`config.mk`:
```
export PLATFORM = sky130hd
export DESIGN_NAME = csym_fifo_decoder
export DESIGN_NICKNAME = d
export VERILOG_FILES = /design/src/rtl/csym_pkg.sv /design/src/rtl/csym_capture.sv /design/src/rtl/csym_fifo.sv /design/src/rtl/csym_drain.sv /design/src/rtl/csym_fifo_decoder.sv
export SDC_FILE = /design/constraint.sdc
export NUM_CORES = 1
export LEC_CHECK = 0
export ABC_AREA = 1
export BUFFER_PORTS_ARGS = -buffer_cell sky130_fd_sc_hd__buf_4
export CAP_MARGIN = 10
export CORE_MARGIN = 4
export CORE_UTILIZATION = 50
export CTS_BUF_LIST = sky130_fd_sc_hd__clkbuf_4
export DETAILED_ROUTE_END_ITERATION = 6
export GPL_TIMING_DRIVEN = 0
export PLACE_DENSITY = 0.69
export SYNTH_ARGS = -nofsm -noshare
export SYNTH_HDL_FRONTEND = slang
export SYNTH_SLANG_ARGS = --single-unit
```
`constraint.sdc`:
```
create_clock -name clk -period 4.5 [get_ports clk]
set_input_delay 0.225 -clock clk [delete_from_list [all_inputs] [get_ports clk]]
set_output_delay 0.225 -clock clk [all_outputs]
set_load 0.1 [all_outputs]
```
`src/rtl/csym_pkg.sv`:
```
package csym_pkg;

    localparam int WORD_W    = 64;
    localparam int SYM_W     = 32;
    localparam int SC_W      = 8;
    localparam int TYPE_W    = 3;
    localparam int BODY_W    = SYM_W - SC_W - TYPE_W;   // 21 content bits below the type
    localparam int INFO_W    = 15;
    localparam int NUM_KINDS = 1 << TYPE_W;

    typedef struct packed {
        logic [SC_W-1:0]   sc;
        logic [TYPE_W-1:0] kind;
        logic [BODY_W-1:0] body;
    } sym_t;

    typedef struct packed {
        logic hv;   // upper (earlier) half present
        logic lv;   // lower (later) half present
        sym_t hi;
        sym_t lo;
    } entry_t;

    localparam int ENTRY_W = $bits(entry_t);

    function automatic logic [NUM_KINDS-1:0] kind_onehot(input logic [TYPE_W-1:0] k);
        logic [NUM_KINDS-1:0] v;
        v = '0;
        v[k] = 1'b1;
        return v;
    endfunction

    function automatic entry_t pack_entry(input logic [WORD_W-1:0] w,
                                          input logic hv, input logic lv);
        entry_t e;
        e.hv = hv;
        e.lv = lv;
        e.hi = sym_t'(w[WORD_W-1:SYM_W]);
        e.lo = sym_t'(w[SYM_W-1:0]);
        return e;
    endfunction

endpackage

```
`src/rtl/csym_capture.sv`:
```
module csym_capture
    import csym_pkg::*;
(
    input  logic              clk,
    input  logic              rst,
    input  logic [WORD_W-1:0] in_word,
    input  logic              in_hi_vld,
    input  logic              in_lo_vld,
    input  logic              q_full,
    output logic              wr_en,
    output entry_t            wr_entry,
    output logic              overflow
);

    logic wr_req;

    always_comb begin
        wr_req   = in_hi_vld | in_lo_vld;
        wr_en    = wr_req & ~q_full;
        wr_entry = pack_entry(in_word, in_hi_vld, in_lo_vld);
    end

    always_ff @(posedge clk) begin
        if (rst) begin
            overflow <= 1'b0;
        end else if (wr_req && q_full) begin
            overflow <= 1'b1;
        end
    end

endmodule

```
`src/rtl/csym_fifo.sv`:
```
module csym_fifo #(
    parameter int W     = 8,
    parameter int DEPTH = 4
) (
    input  logic         clk,
    input  logic         rst,
    input  logic         wr_en,
    input  logic [W-1:0] wr_data,
    input  logic         rd_en,
    output logic [W-1:0] rd_data,
    output logic         full,
    output logic         empty
);

    localparam int AW = (DEPTH > 1) ? $clog2(DEPTH) : 1;
    localparam int CW = $clog2(DEPTH + 1);

    logic [W-1:0]  mem [DEPTH];
    logic [AW-1:0] wp, rp;
    logic [CW-1:0] cnt;
    logic          do_wr, do_rd;

    function automatic logic [AW-1:0] bump(input logic [AW-1:0] p);
        return (p == AW'(DEPTH - 1)) ? '0 : p + AW'(1);
    endfunction

    always_comb begin
        full    = (cnt == CW'(DEPTH));
        empty   = (cnt == '0);
        do_wr   = wr_en & ~full;
        do_rd   = rd_en & ~empty;
        rd_data = mem[rp];
    end

    always_ff @(posedge clk) begin
        if (do_wr) begin
            mem[wp] <= wr_data;
        end
    end

    always_ff @(posedge clk) begin
        if (rst) begin
            wp  <= '0;
            rp  <= '0;
            cnt <= '0;
        end else begin
            if (do_wr) wp <= bump(wp);
            if (do_rd) rp <= bump(rp);
            case ({do_wr, do_rd})
                2'b10:   cnt <= cnt + CW'(1);
                2'b01:   cnt <= cnt - CW'(1);
                default: cnt <= cnt;
            endcase
        end
    end

endmodule

```
`src/rtl/csym_drain.sv`:
```
module csym_drain
    import csym_pkg::*;
#(
    parameter int              ACKID_W = 6,
    parameter logic [SC_W-1:0] SC_CODE = 8'h7C
) (
    input  logic                 clk,
    input  logic                 rst,
    input  entry_t               head,
    input  logic                 q_empty,
    output logic                 pop,
    output logic                 out_vld,
    output logic [NUM_KINDS-1:0] out_kind,
    output logic [ACKID_W-1:0]   out_ackid,
    output logic [INFO_W-1:0]    out_info,
    output logic                 out_sc_err
);

    logic second;     // upper half of the head entry already emitted
    logic take_lo;
    logic last;
    sym_t pick;

    always_comb begin
        take_lo = second | ~head.hv;
        pick    = take_lo ? head.lo : head.hi;
        last    = take_lo | ~head.lv;
        pop     = ~q_empty & last;
    end

    always_ff @(posedge clk) begin
        if (rst) begin
            second     <= 1'b0;
            out_vld    <= 1'b0;
            out_kind   <= '0;
            out_ackid  <= '0;
            out_info   <= '0;
            out_sc_err <= 1'b0;
        end else if (!q_empty) begin
            second     <= ~last;
            out_vld    <= 1'b1;
            out_kind   <= kind_onehot(pick.kind);
            out_ackid  <= pick.body[BODY_W-1 -: ACKID_W];
            out_info   <= pick.body[INFO_W-1:0];
            out_sc_err <= (pick.sc != SC_CODE);
        end else begin
            out_vld    <= 1'b0;
            out_kind   <= '0;
            out_sc_err <= 1'b0;
        end
    end

endmodule

```
`src/rtl/csym_fifo_decoder.sv`:
```
module csym_fifo_decoder
    import csym_pkg::*;
#(
    parameter int              DEPTH   = 4,
    parameter int              ACKID_W = 6,
    parameter logic [SC_W-1:0] SC_CODE = 8'h7C
) (
    input  logic                 clk,
    input  logic                 rst,
    input  logic [WORD_W-1:0]    in_word,
    input  logic                 in_hi_vld,
    input  logic                 in_lo_vld,
    output logic                 out_vld,
    output logic [NUM_KINDS-1:0] out_kind,
    output logic [ACKID_W-1:0]   out_ackid,
    output logic [INFO_W-1:0]    out_info,
    output logic                 out_sc_err,
    output logic                 overflow
);

    logic               wr_en, pop, q_full, q_empty;
    entry_t             wr_entry, head;
    logic [ENTRY_W-1:0] head_raw;

    csym_capture u_capture (
        .clk       (clk),
        .rst       (rst),
        .in_word   (in_word),
        .in_hi_vld (in_hi_vld),
        .in_lo_vld (in_lo_vld),
        .q_full    (q_full),
        .wr_en     (wr_en),
        .wr_entry  (wr_entry),
        .overflow  (overflow)
    );

    csym_fifo #(.W(ENTRY_W), .DEPTH(DEPTH)) u_fifo (
        .clk     (clk),
        .rst     (rst),
        .wr_en   (wr_en),
        .wr_data (wr_entry),
        .rd_en   (pop),
        .rd_data (head_raw),
        .full    (q_full),
        .empty   (q_empty)
    );

    assign head = entry_t'(head_raw);

    csym_drain #(.ACKID_W(ACKID_W), .SC_CODE(SC_CODE)) u_drain (
        .clk        (clk),
        .rst        (rst),
        .head       (head),
        .q_empty    (q_empty),
        .pop        (pop),
        .out_vld    (out_vld),
        .out_kind   (out_kind),
        .out_ackid  (out_ackid),
        .out_info   (out_info),
        .out_sc_err (out_sc_err)
    );

endmodule

```
==> impl_summary.md, run 1 <==
Run status
The flow ran to the end, but the final reports show violations. The checks that failed: DRC.

Power and ir drop
Power spread over the standard cell area amounts to 667 nW/um^2. Summed over all nets, the switching power comes to 3.74 mW. Combinational logic is responsible for 34.7% of the overall power. The internal power consumption is 6.07 mW. The clock network is responsible for 24.9% of the overall power. VDD sags by at most 0.253 mV.

Net switching is 38.1% of the power. The power share of the sequential group is 40.3%. The design draws 9.81 mW. The leakage power of the design is 5.87 nW.

Setup path
The kind of start point of the critical path is a register. STA classifies the critical path endpoint as a register. Across all register-to-register paths, the minimum setup slack is 1.66 ns. Along the worst path, the maximum fanout reaches 10. STA puts the critical path data required time at 5.05 ns.

At the worst endpoint, the arrival time is 3.40 ns. The critical path is of the register to register type.

Clock tree
CTS built an H-tree with a depth of 3. The number of buffers created by CTS is 79. Clock tree synthesis found a total of 306 sinks.

The number of gates resized after CTS was 0. The number of buffers on the longest clock path is 3. For the worst-skew pair, the clock arrives at the later sink with an insertion delay of 0.67 ns. The TritonCTS clock tree is yes. Clock-pin slew was measured on the worst setup and hold paths at 0.06 ns. Post-CTS timing repair inserted 0 buffers for setup. Hold repair after CTS inserted 67 buffers. The cell at the root of the clock tree is clkbuf_4.

Route
The total wire length is 27900 um. The first detailed-routing pass ran for 7 iterations. For this block, the via count after detailed routing is 8165. The detailed router finished its first iteration with 662 violations. Dividing the detail-routed wire length by the instance count gives 17.6 um. In the routed design, unresolved DRC markers number 1. The number of nets with antenna violations after routing is 0.

After detailed routing, the number of vias per cell comes to 5.15.

Logic synthesis
The commonest cells after synthesis are edfxtp_1, nor2_1, o21ai_0. Yosys printed 0 warnings. The netlist area before placement is 11700 um^2. The post-synthesis cell type count is 24.

The number of storage elements in the synthesis netlist is 306. In the synthesized netlist the async set-or-reset flop fraction comes to 0%. The post-synthesis sequential area ratio is 75.3%.

The number of flops mapped to enable cells by yosys is 264. edfxtp_1 is the most common cell in the netlist. The total nets after synthesis is 1031. The area share of the largest cell type after synthesis is 68.0%. The cell count after synthesis came out at 956.

The largest total area in the synthesized netlist belongs to edfxtp_1. After synthesis, the mean cell area works out to 12.2 um^2. The main flop type after synthesis is edfxtp_1. By area the synthesized netlist is led by edfxtp_1, dfxtp_1, o21ai_0.

Global routing
The number of antenna violations at the first check in global routing is 1. The pin count of the biggest net entering global routing is 27. In the global route stage, overall resource usage came out at 21.6%.

The first global-routing pass estimated 43100 um of wire. The residual overflow from global routing is 0. The via count of the first global-routing pass was 8207.

Floorplan
After floorplanning, the core was divided into 55 placement rows. The die is 161 um tall. In this run the count of I/O pins placed on the die edge is 100. The die covers 25800 um^2.

The die width is 161 um. The standard cell core area is 22800 um^2. Once the floorplan was initialized, standard cells occupied 51.2% of the core.

Placed design
Input and output buffers added on the ports amount to 99. The total placed cells including tap cells is 1376. At the end of routability-driven placement, the weighted congestion stood at 0.813. After legalization and detailed placement, the total HPWL measured 17400 um.

Layout
The final design utilization is 64.6%. Once layout is complete, the cells apart from fillers number 1585. The filler cells instantiated in the layout total 1764. Registers take 8770 um^2. The fraction of final layout cells with drive strength greater than 1 is 20.8%. In the final layout, the multi-input gates occupy 2380 um^2.

The final layout contains 1286 nets. The area growth from synthesis to layout is 26.2%.

Timing
The max-slew violation total from the final report was 0. The shortest period the worst path allows is 2.84 ns. The final cycle utilization of the critical path is 63.2%. Setup violations remaining at the end of the flow were counted as 0. For the pin with the worst max-slew slack, the measured transition is 1.06 ns. The clock tree skew after final layout is 0.0220 ns. The highest clock rate is 0.352 GHz. In this run the tightest slew margin relative to its limit is 28.9%. The total count of hold-check failures in the final report is 0. Setup repair after global routing left no endpoint under its margin.

Min path
The min-delay analysis places its worst path in the category input port to register.

Run
The number of max-capacitance violations reported is 0.
-- layout make-up --
type | instances | area share [%]
well taps | 313 | 2.66
repair buffers | 174 | 10.7
inverters | 83 | 2.12
clock buffers | 127 | 6.48
flip-flops and latches | 306 | 59.6
plain buffers | 44 | 1.50
diodes | 1 | 0.0170
multi-input cells | 523 | 16.2
clock inverters | 14 | 0.715
-- kinds of logic after synthesis --
logic type / count (synthesis) / share of synthesized area (%)
flip-flops: 306 / 75.3
buffers and inverters: 127 / 4.56
AO/OA/AOI/OAI: 176 / 7.85
AND/OR/NAND/NOR: 340 / 11.5
adder cells (fa/ha/maj): 7 / 0.816
-- final timing paths --
kind	start	end	cells after the start
setup / recovery	register	u_fifo.cnt[2]	16
hold / removal	in_word[37]	u_fifo.mem[0][37]	2
setup reg to reg	register	u_fifo.cnt[2]	16
hold reg to reg	u_capture.overflow	u_capture.overflow	1
-- state kept, by name, indices dropped and copies added (netlist names), named ones only --
name and flops:
u_fifo.mem 264, u_drain.out_info 15, u_drain.out_kind 8, u_drain.out_ackid 6, u_fifo.cnt 3, u_fifo.rp 2, u_fifo.wp 2, u_capture.overflow 1
u_drain.out_sc_err 1, u_drain.out_vld 1, u_drain.second 1
-- critical path, cell delays in order, from the launching register on --
cell and delay (ns):
dfxtp_1 0.41, inv_2 0.11, buf_6 0.16, buf_2 0.27, nand2_1 0.09, nand3_1 0.08
nand2_1 0.06, nand3_1 0.11, nand2_1 0.10, inv_1 0.14, ha_1 0.16, inv_1 0.07
fa_1 0.39, a21oi_1 0.16, o21ai_0 0.14, o21ai_0 0.22, a21oi_1 0.07
-- cell usage in the layout, fill, tap and decap left out, drive strengths merged --
cell type,synthesis,routed
buf,21,128
a21oi,7,7
a211oi,1,1
ha,6,6
dlygate4sd3,0,67
nor2,166,166
nor3,2,2
o21ai,145,145
o22ai,21,21
clkbuf,23,150
nand2,129,129
inv,83,84
nand3b,1,1
fa,1,1
nand4,3,3
o211ai,1,1
diode,0,1
dfxtp,42,42
nand3,39,39
bufinv,0,2
o21a,1,1
clkinv,0,11
edfxtp,264,264
-- power by group through the flow --
stage	clock (mW)	combinational, mW	sequential (mW)
final	2.45	3.41	3.96
after floorplan	0	1.60	4.66
after detailed placement	0	3.34	4.01
after global placement	0	3.17	4.11
after global routing	2.66	3.70	4.00
after CTS	2.49	3.40	3.95
-- routing by layer --
| metal | GRT usage [%] | up-vias | part of all wire (%) |
|---|---|---|---|
| met5 | 0 | - | 0 |
| met4 | 9.39 | 0 | 3.0 |
| met3 | 5.16 | 64 | 7.0 |
| met2 | 35.3 | 336 | 49 |
| met1 | 27.6 | 3897 | 41 |
| li1 | - | 3868 | - |
-- stage by stage --
step                worst slack [ns]  setup TNS (ns)  area [um^2]  hold slack (ns)
finish                          1.66               0        14700            0.289
global route                    1.52               0        14700            0.260
CTS                             1.71               0        14700            0.253
detailed placement              1.78               0        13000            0.427
global placement               -1.79         -420.51        12800            0.427
floorplan                      0.586               0        11700            0.297
(Power assumes the default switching activity.)
==> run 2: changes to the inputs <==
clock period = 2.8 ns   (was 4.5 ns; I/O delays follow)
==> impl_summary.md, run 2 (same netlist as run 1, synthesis figures left out) <==
Layout
In the final layout, the registers with the most flip-flops are u_fifo.mem (264), u_drain.out_info (15), u_drain.out_kind (8). The fraction of final layout cells with drive strength greater than 1 is 21.1% (+0.24 points). The post-layout instance count excluding filler cells was 1585 (unchanged).

The count of fill cells added during filler insertion is 1771 (+0.40%). The area growth from synthesis to layout is 25.9%. The number of nets in the final layout came to 1285 (-0.078%). Leaving out fill and tap cells, the most frequent cells in the layout are edfxtp_1, nor2_1, o21ai_0. Leaving out fill and tap cells, the most frequent cell in the layout is edfxtp_1. The number of flip-flops under the largest register name was 264 (unchanged). The final instance area is 14700 um^2 (-0.26%).

Counting flops per register, the top entry is u_fifo.mem.

Setup path
The worst-case register-to-register setup slack is 0.18 ns (-1.48 ns). Counting stages on the worst path, the most repeated cell is nand2_1. The data required time of the critical path is 3.33 ns (-1.72 ns).

STA classifies the critical path endpoint as a register. The kind of start point of the critical path is a register. The largest driver fanout on the critical path was 10 (unchanged).

The delay of the slowest cell on the worst path is 0.48 ns (+0.07 ns). The data arrival time of the worst path is 3.15 ns (-0.25 ns). The worst setup path is of the register to register kind.

Among all stages on the critical path, the largest delay is contributed by dfxtp_1. The signal on the critical path passes through buf_2 -> nand2_1 -> nand3_1 -> nand2_1 -> nand3_1 -> nand2_1 -> inv_1 -> ha_1 -> inv_1 -> fa_1 -> a21oi_1 -> o21ai_0 -> o21ai_0 -> a21oi_1.

Route
The met1 routed wirelength after detailed routing is 11200 um (-2.0%). The number of nets with antenna violations after routing is 0 (unchanged). The DRC violations left is 0 (-1). The detailed-routing iteration count for the pre-antenna-repair pass was 5 (-2). The met2 wire length was 13500 um (-1.3%). The via count is 8107 (-0.71%). The number of DRC markers after the initial detailed-route iteration is 671 (+1.4%). The routed length per instance is 17.5 um (-0.78%). The routed via count divided by cell count is 5.11 (-0.71%).

The highest signal layer in the routed design is met4. The met3 routed wirelength is 2300 um (+17%). The total wire length was 27700 um (-0.78%).

Clock tree
The TritonCTS clock tree is yes. The clock latency on the worst-skew pair is 0.67 ns (about the same). The root buffer cell chosen for the clock tree is clkbuf_4. The maximum level of the CTS H-tree is 3 (unchanged).

The post-CTS clock slew at the launch and capture registers of the worst setup and hold paths is 0.07 ns (about the same). The number of buffers on the longest clock path is 3 (unchanged). The number of buffers created by CTS came to 79 (unchanged). The post-CTS setup buffer count came to 0 (unchanged).

The number of clock sinks is 306 (unchanged).

Placed design
The global placement routability congestion is 0.808 (-0.59%). The total placed instance area is 13000 um^2 (about the same). The total placed cells including tap cells is 1376 (unchanged). The estimated wirelength of the detail-placed design is 17500 um (+0.42%). The number of buffer cells added on primary ports was 99 (unchanged).

Global routing
The wire length of the first global-routing pass is 43600 um (+1.1%). The pin count of the biggest net entering global routing came to 29 (+7.4%). The overall track demand over capacity in global routing is 21.7% (+0.10 points). The via count of the first global-routing pass is 8212 (+0.061%). The residual overflow from global routing came to 0 (unchanged).

The number of antenna violations at the first check in global routing was 1 (unchanged).

Power and ir drop
The power per unit of standard cell area was 1060 nW/um^2 (+59%). The largest voltage drop on the vdd net is 0.451 mV (+78%). The leakage power of the design was 5.86 nW (-0.12%).

Min path
The path category of the worst min-delay check is input port to register.

Timing
The final cycle utilization of the critical path was 93.6% (+30 points). The highest clock rate is 0.382 GHz (+8.5%). Setup repair after global routing left no endpoint under its margin. The shortest period the worst path allows was 2.62 ns (-0.222 ns).

The worst-case headroom to the max-slew limit was 27.7% (-1.1 points). The max-slew violation total from the final report is 0 (unchanged). The total count of hold-check failures in the final report came to 0 (unchanged). The worst hold slack is 0.213 ns (-0.0757 ns). The final setup violation count is 0 (unchanged). The transition time of the tightest slew-check pin came to 1.08 ns (+0.0167 ns). The clock tree skew after final layout is 0.0359 ns (+0.0140 ns).

Floorplan
The standard cell core area is 22800 um^2 (unchanged). The initial core utilization was 51.2% (unchanged). The die area came to 25800 um^2 (unchanged). The die width is 161 um (unchanged).

The vertical extent of the die is 161 um (unchanged). The number of top-level design ports came to 100 (unchanged). The row count came to 55 (unchanged).

Run
The number of max-capacitance violations reported is 0 (unchanged).

Run status
The run finished with clean final reports.
[run 2: changes by cell type in the layout (fill, tap and decap cells not counted)]
cell / previous run / this run
buf_12: 8 / 7
clkbuf_4: 127 / 129
buf_16: 0 / 1
buf_2: 14 / 13
clkinv_2: 0 / 1
bufinv_16: 2 / 0
clkinv_1: 11 / 8
inv_2: 3 / 6
[run 2: area by class of cell]
class | count | area (um^2) | share of cell area (%)
Antenna cell | 1 | 2.50 | 0.0171
Clock buffer | 129 | 968 | 6.60
Clock inverter | 13 | 50.0 | 0.341
Timing Repair Buffer | 174 | 1580 | 10.8
Multi-Input combinational cell | 523 | 2380 | 16.2
Tap cell | 313 | 392 | 2.67
Buffer | 43 | 215 | 1.47
Inverter | 83 | 312 | 2.12
Sequential cell | 306 | 8770 | 59.8
[run 2: worst paths after layout]
check	start	cells after the start	endpoint
setup / recovery	register	14	u_fifo.cnt[2]
hold / removal	in_word[37]	2	u_fifo.mem[2][37]
setup reg to reg	register	14	u_fifo.cnt[2]
hold reg to reg	u_capture.overflow	1	u_capture.overflow
[run 2: power breakdown]
group / internal, mW / switching [mW]
Sequential: 6.08 / 0.275
Clock: 2.07 / 1.72
Combinational: 1.45 / 4.01
[run 2: per-layer routing]
| metal | vias to the layer above | track usage [%] |
|---|---|---|
| li1 | 3858 | - |
| met1 | 3845 | 27.6 |
| met2 | 352 | 36.0 |
| met3 | 52 | 4.93 |
| met4 | 0 | 9.07 |
| met5 | - | 0 |
[run 2: what timing repair did]
item | in CTS | in global routing
hold buffers | 67 | 0
setup endpoints to repair | 0 | 1
resized for setup | 0 | 0
hold endpoints to repair | 278 | 0
[run 2: worst max-delay path: cells and delay by family, from the launching register on]
kind	cells	cell delay [ns]
buffers and inverters	3	0.50
DFF	1	0.48
adders and majority gates	2	0.52
and+or+nand+nor	5	0.42
AOI/OAI and AO/OA	4	0.54
[run 2: per-stage QoR]
stage	power, mW	util (%)	setup slack, ns	setup TNS [ns]
2_1_floorplan	10.0	-	-0.0568	-14.99
3_3_place_gp	11.6	56.2	-1.57	-389.09
3_5_place_dp	11.8	57.0	0.129	0
4_1_cts	15.7	64.4	0.0833	0
5_1_grt	16.5	64.4	0.00698	0
6_report	15.6	64.4	0.179	0
